File: config.mk
export PLATFORM = sky130hd
export DESIGN_NAME = i2c_eeprom_wr_slave
export DESIGN_NICKNAME = d
export VERILOG_FILES = /design/src/rtl/i2c_eeprom_wr_slave.sv
export SDC_FILE = /design/constraint.sdc
export NUM_CORES = 1
export LEC_CHECK = 0
export ABC_AREA = 1
export CORE_ASPECT_RATIO = 1.4
export CORE_MARGIN = 2
export CORE_UTILIZATION = 40
export DETAILED_ROUTE_END_ITERATION = 6
export SLEW_MARGIN = 0
export SYNTH_ARGS = -nofsm -noshare
export SYNTH_HDL_FRONTEND = slang
export SYNTH_SLANG_ARGS = --single-unit
File: constraint.sdc
create_clock -name clk -period 1.5 [get_ports clk]
set_input_delay 0.3 -clock clk [delete_from_list [all_inputs] [get_ports clk]]
set_output_delay 0.3 -clock clk [all_outputs]
set_load 0.03 [all_outputs]
File: src/rtl/i2c_eeprom_wr_slave.sv
module i2c_eeprom_wr_slave #(
  parameter int PAGE_BITS = 5
) (
  input  logic        clk,
  input  logic        rst_n,
  input  logic        scl_i,
  input  logic        sda_i,
  input  logic [6:0]  dev_addr,
  input  logic        prog_busy,
  output logic        sda_oe,
  output logic        wr_valid,
  output logic [15:0] wr_addr,
  output logic [7:0]  wr_data,
  output logic        prog_start
);

  typedef enum logic [2:0] {S_IDLE, S_DEV, S_AHI, S_ALO, S_DATA} st_t;

  st_t         state;
  logic [1:0]  scl_sy, sda_sy;
  logic        scl_q, sda_q;
  logic [3:0]  bitcnt;
  logic        ack_ph, got_data;
  logic [7:0]  shreg;
  logic [15:0] addr;

  wire scl_s  = scl_sy[1];
  wire sda_s  = sda_sy[1];
  wire start_c = scl_s & scl_q & sda_q & ~sda_s;
  wire stop_c  = scl_s & scl_q & ~sda_q & sda_s;
  wire rise    = scl_s & ~scl_q;
  wire fall    = ~scl_s & scl_q;
  wire byte_done = fall && bitcnt == 4'd8 && !ack_ph && state != S_IDLE;
  wire dev_ok  = shreg[7:1] == dev_addr && !shreg[0] && !prog_busy;
  wire [PAGE_BITS-1:0] pg_nx = addr[PAGE_BITS-1:0] + PAGE_BITS'(1);

  always_ff @(posedge clk or negedge rst_n) begin
    if (!rst_n) begin
      scl_sy <= 2'b11;
      sda_sy <= 2'b11;
      scl_q  <= 1'b1;
      sda_q  <= 1'b1;
    end else begin
      scl_sy <= {scl_sy[0], scl_i};
      sda_sy <= {sda_sy[0], sda_i};
      scl_q  <= scl_s;
      sda_q  <= sda_s;
    end
  end

  always_ff @(posedge clk or negedge rst_n) begin
    if (!rst_n) begin
      state      <= S_IDLE;
      bitcnt     <= '0;
      ack_ph     <= 1'b0;
      got_data   <= 1'b0;
      shreg      <= '0;
      addr       <= '0;
      sda_oe     <= 1'b0;
      wr_valid   <= 1'b0;
      wr_addr    <= '0;
      wr_data    <= '0;
      prog_start <= 1'b0;
    end else begin
      wr_valid   <= 1'b0;
      prog_start <= 1'b0;
      if (start_c) begin
        state    <= S_DEV;
        bitcnt   <= '0;
        ack_ph   <= 1'b0;
        sda_oe   <= 1'b0;
        got_data <= 1'b0;
      end else if (stop_c) begin
        prog_start <= state == S_DATA && got_data;
        state      <= S_IDLE;
        bitcnt     <= '0;
        ack_ph     <= 1'b0;
        sda_oe     <= 1'b0;
        got_data   <= 1'b0;
      end else if (state != S_IDLE) begin
        if (rise && !ack_ph && bitcnt < 4'd8) begin
          shreg  <= {shreg[6:0], sda_s};
          bitcnt <= bitcnt + 4'd1;
        end else if (byte_done) begin
          ack_ph <= 1'b1;
          bitcnt <= '0;
          case (state)
            S_DEV: begin
              sda_oe <= dev_ok;
              state  <= dev_ok ? S_AHI : S_IDLE;
            end
            S_AHI: begin
              sda_oe      <= 1'b1;
              addr[15:8]  <= shreg;
              state       <= S_ALO;
            end
            S_ALO: begin
              sda_oe     <= 1'b1;
              addr[7:0]  <= shreg;
              state      <= S_DATA;
            end
            default: begin
              sda_oe   <= 1'b1;
              wr_valid <= 1'b1;
              wr_addr  <= addr;
              wr_data  <= shreg;
              got_data <= 1'b1;
              addr     <= {addr[15:PAGE_BITS], pg_nx};
            end
          endcase
        end else if (fall && ack_ph) begin
          ack_ph <= 1'b0;
          sda_oe <= 1'b0;
        end
      end
    end
  end

  a_r1_no_drive_in_idle: assert property (@(posedge clk) disable iff (!rst_n)
    state == S_IDLE |-> !sda_oe);
  a_r2_drive_only_in_ack_slot: assert property (@(posedge clk) disable iff (!rst_n)
    sda_oe |-> ack_ph);
  a_r4_busy_blocks_dev_ack: assert property (@(posedge clk) disable iff (!rst_n)
    (byte_done && state == S_DEV && prog_busy) |=> !sda_oe);
  a_r3_mismatch_goes_idle: assert property (@(posedge clk) disable iff (!rst_n)
    (byte_done && state == S_DEV && !start_c && !stop_c && shreg[7:1] != dev_addr) |=> state == S_IDLE);
  a_r7_page_high_stable: assert property (@(posedge clk) disable iff (!rst_n)
    (state == S_DATA && $past(state) == S_DATA) |-> addr[15:PAGE_BITS] == $past(addr[15:PAGE_BITS]));
  a_r8_prog_one_cycle: assert property (@(posedge clk) disable iff (!rst_n)
    prog_start |=> !prog_start);
  a_r6_strobe_one_cycle: assert property (@(posedge clk) disable iff (!rst_n)
    wr_valid |=> !wr_valid);

endmodule

---- Yosys cells after proc, flatten, opt, wreduce, memory -nomap -nowiden ----
Index checks and enable logic that the tools add are counted.
operators by class
  add/sub/neg operators ................... 2
  bitwise logic cells ..................... 16
  reduce and logical (&&, ||, !) cells .... 29
  muxes and demuxes ....................... 39
  $lt $le $gt $ge ......................... 1
  equality and inequality tests ........... 8
operator list
  operator                                                                 number
  1-bit 2-to-1 mux                                                         26
  4-bit 2-to-1 mux                                                         5
  6-bit AND reduction                                                      3
  8-bit one-hot mux with 2 select lines                                    1
  3-bit 2-to-1 mux                                                         5
  4-bit AND reduction                                                      3
  1-bit logical AND                                                        9
  1-bit inverter                                                           9
  3-bit one-hot mux with 3 select lines                                    1
  3-bit nonzero test                                                       3
  4-bit nonzero test                                                       2
  1-bit AND                                                                7
  7-bit == test                                                            1
  7-bit AND reduction                                                      1
  3-bit by 2-bit == test with 1-bit output, second input constant          2
  5-bit by 1-bit adder with 5-bit output, second input constant            1
  5-bit nonzero test                                                       1
  4-bit by 1-bit adder with 4-bit output, second input constant            1
  4-bit == test, second input constant                                     1
  4-bit < comparator, second input constant                                1
  3-bit by 1-bit == test with 1-bit output, second input constant          1
  3-bit == test, second input constant                                     1
  1-bit zero test                                                          3
  3-bit by 1-bit inequality test with 1-bit output, second input constant  1
  other kinds (6)                                                          6
storage, ports and cells
  output and inout port bits .............. 27
  word-level logic and storage cells ...... 112
  bits of input ports ..................... 12
  flip-flop bits (word level) ............. 66

---- Depth between registers and ports, before layout ----
  depth in word-level cells ............... 10
  gate-level depth with buffers ........... 11
  gate-level depth less buffers ........... 10

---- Least setup slack after synthesis ----
Ideal clock, no wire load.
  kind .................................... reg-to-reg
  start ................................... register bitcnt[0]
  end ..................................... register wr_data[5]
  path slack .............................. 0.031 ns
  data required time ...................... 1.377 ns
  path buffers ............................ 1
  library setup time ...................... 0.123 ns
  stages on the path, launching flop included .. 11
  arrival ................................. 1.345 ns
  clock period less this slack ............ 1.469 ns
  path through ............................ dfrtp_1 -> inv_1 -> ha_1 -> nand2_1 -> inv_1 -> nand3_2 -> nor2_8 -> nand2_4 -> buf_4 -> nand2_1 -> o21ai_1
on the way
  longest elaborated chain between the ends .. 5
  elaborated cells on any way between the ends .. 8
  those cells by class .................... 1 x order compare; 1 x eq/ne; 1 x bitwise; 5 x reduce/logical
RTL lines
  item                                                                        RTL line  RTL
  start: declaration                                                          22        logic [3:0] bitcnt;
  start signal: assignment                                                    83        bitcnt <= bitcnt + 4'd1;
  parallel branches: the longest is 4 deep, another holds 4-bit < comparator  --
  6-bit AND reduction (no line) (*)                                           --
  end signal: assignment                                                      106       wr_data <= shreg;
  end: declaration                                                            13        output logic [7:0] wr_data,
Mark *: on every way between the ends.
A chain may end at the register's enable or synchronous reset.

---- Worst setup path after layout ----
  start ................................... register scl_q
  end ..................................... register addr[15]
on the way
  longest elaborated chain between the ends .. 6
  elaborated cells on any way between the ends .. 17
  those cells by class .................... 11 x bitwise; 6 x reduce/logical
RTL lines
  item                                                               RTL line  RTL
  start: declaration                                                 21        logic scl_q, sda_q;
  start signal: assignment                                           46        scl_q <= scl_s;
  parallel branches: the longest is 5 deep, another holds 1-bit AND  --
  6-bit AND reduction (no line) (*)                                  --
  end signal: assignment                                             94        addr[15:8] <= shreg;
  end signal: assignment                                             108       addr <= {addr[15:PAGE_BITS], pg_nx};
  end: declaration                                                   25        logic [15:0] addr;
Marks and branches as above.

==> impl_metrics.yaml <==
worst_hold_path:
  worstHoldStart: "scl_sy[0]"
  hold_path_class: "flop to flop"
synth:
  synth_seq_area_share: 0.562
  ys.flop_type: "dfrtp_1"
  synth.ff_latch_count: 66
  synth_largest_area_cell: "dfrtp_1"
  syn_area_mm2: 0.00295
  synth_compound_area_frac: 0.0869
  synthAdderAreaFrac: 0.0127
  async_reset_ff_frac: 1.00
  avgSynthCellArea_um2: 8.61
  synth_top_area_frac: 0.508
  yosys-top-cells-area: "dfrtp_1 (51%), nand2_1 (19%), dfstp_2 (5.3%)"
  synth_warnings: 0
  synth_cell_types: 29
  synthCells: 343
  synth.area.mux_share: 0
  synth_top_family_by_area: "simple AND/OR/NAND/NOR gates"
  synth-edff-count: 0
  synth-simple-area-share: 0.272
  synth_xor_area_frac: 0.00593
  syn_nets: 358
final_layout:
  fin_area_mm2: 0.00412
  num_antenna_cells: 0
  drive_gt1_frac: 0.295
  mostFrequentLayoutCells: "nand2_1 (121), dfrtp_1 (60), dlygate4sd2_1 (27)"
  nNetsFinal: 437
  instances_no_fill: 524
  area_delta_synth_final_pct: 39.4
  layout_commonest_cell: "nand2_1"
routing:
  wirelength_um: 6390
  vias: 2417
  drt-pass1-iter-count: 4
  viasPerCell: 4.61
  wl_per_cell_um: 12.2
  first_iter_violations: 96
  drc: 0
  drtAntennaViolNets: 0
outcome:
  status: "finished, violations left"
  violations: "negative setup slack"
clock_tree:
  cts_tree: "built"
  cts_sinks: 66
  cts_max_level: 3
  path_clk_slew_ns: 0.07
  cts_made_buffers: 9
  clk_path_buf_depth: 2
  clockRootBuffer: "clkbuf_8"
  clk_latency_ns: 0.35
setup_path:
  worst_ep_arrival_time_ns: 1.78
  startpoint: "scl_q"
  required_ns: 1.74
  cp-end-kind: "flop"
  criticalPathCategory: "flop to flop"
  critPathLaunchType: "flop"
  critPathMaxFanout: 16
  r2r_start: "scl_q"
timing:
  finalClockSkew_ns: 0.0108
  rsz0062_at_grt: "true"
  hold_violations: 0
  fmax_ghz: 0.650
  min_period_ns: 1.54
  fin_ws_ns: -0.0385
  finalCritPeriodShare: 1.03
  drv_slew: 0
  max_slew_margin: 0.770
  finalSetupViolations: 18
  tightest_slew_ns: 0.344
placement:
  dpl_cell_area_mm2: 0.00362
  gp_congestion: 0.755
  port_buffers: 38
  numPlacedInstances: 496
  post-dp-hpwl_um: 4340
flow_run:
  drv_cap: 0
die:
  core-area_mm2: 0.00727
  start_util: 0.406
  dieWidth_um: 76.6
  die_h_um: 106
  rows: 37
  die-area_mm2: 0.00810
  ioPinCount: 39
power:
  power_density_mw_per_mm2: 1200
  leakage_nw: 2.21
  peakVddDrop_mv: 0.632
global_route:
  grt-ovfl-total: 0
  grt_pass1_vias: 2279
  antenna_found_initial: 0
  grt_usage: 0.166
  grt_pass1_wl_um: 10400
  grt_max_degree: 67
==> cell families after synthesis <==
group	after synthesis
AO/OA/AOI/OAI	42
XOR/XNOR	2
adder cells (fa/ha/maj)	3
buffers and inverters	40
flip-flops	66
AND/OR/NAND/NOR	190
==> what timing repair did <==
item	CTS	global route
gates resized for setup	34	55
pin swaps	9	13
setup buffers	1	8
hold endpoints to repair	60	0
hold buffers	1	0
endpoints found under the setup margin	72	50
gates cloned	0	2
==> stage by stage <==
step / utilization / total power [mW] / worst slack, ns / TNS (ns) / hold slack [ns]
after global placement: 0.498 / 3.20 / -0.0478 / -0.388 / 0.343
after global routing: 0.566 / 5.21 / -0.172 / -3.83 / 0.359
after floorplan: - / 2.74 / 0.0315 / 0 / 0.00441
final: 0.566 / 4.93 / -0.0385 / -0.475 / 0.352
after CTS: 0.526 / 4.75 / -0.0788 / -0.928 / 0.349
after detailed placement: 0.498 / 3.21 / -0.0765 / -1.20 / 0.343
==> critical path, cell delays in order, from the launching register on <==
cell     delay (ns)
dfstp_2        0.55
inv_2          0.05
nor2_4         0.12
nand3_4        0.11
nor2_8         0.16
buf_4          0.14
nand2_4        0.13
nand2_1        0.12
o21ai_2        0.05
==> final timing paths <==
check                             end  slack [ns]  depth (start not counted)
max reg2reg                  addr[15]       -0.04                          8
max in group asynchronous   sda_sy[1]        0.70                          3
min in group asynchronous  wr_addr[5]        0.49                          3
max                          addr[15]       -0.04                          8
min reg2reg                 scl_sy[1]        0.35                          0
min                         scl_sy[1]        0.35                          0
==> cell usage after synthesis, types with 2 or more instances <==
cell and number:
a21oi_1 4, buf_4 3, buf_6 2, dfrtp_1 60
dfstp_2 6, ha_1 3, inv_1 31, inv_2 2
nand2_1 149, nand3_1 11, nor2_1 15, nor2_2 2
nor3_1 3, nor3_2 2, o21ai_0 18, o21ai_1 7
o21ai_2 12, xnor2_1 2
==> report_power, final <==
part | total (mW) | internal, mW | switching, mW
logic | 1.29 | 0.492 | 0.797
registers | 2.11 | 1.96 | 0.148
clock network | 1.53 | 0.855 | 0.675
total | 4.93 | 3.31 | 1.62
==> routing by layer <==
metal,vias to the layer above,GRT usage,part of all wire
met4,0,0.0701,0.021
li1,1234,-,-
met2,37,0.295,0.52
met1,1134,0.188,0.43
met5,-,0,0
met3,12,0.0445,0.033
==> layout make-up <==
cell class	count	area, um2
tap	97	121
sequential	66	1660
fill	691	3150
timing repair buffer	74	691
clock buffer	12	155
inverter	34	133
clock inverter	4	50.0
multi-input combinational	237	1310
==> sequential cells by signal, indices dropped and copies added, names as in the netlist, 2 cells and up <==
name / flops
addr: 16
bitcnt: 4
scl_sy: 2
sda_sy: 2
shreg: 8
state: 3
wr_addr: 16
wr_data: 8
Power figures use the tool's default switching activity.
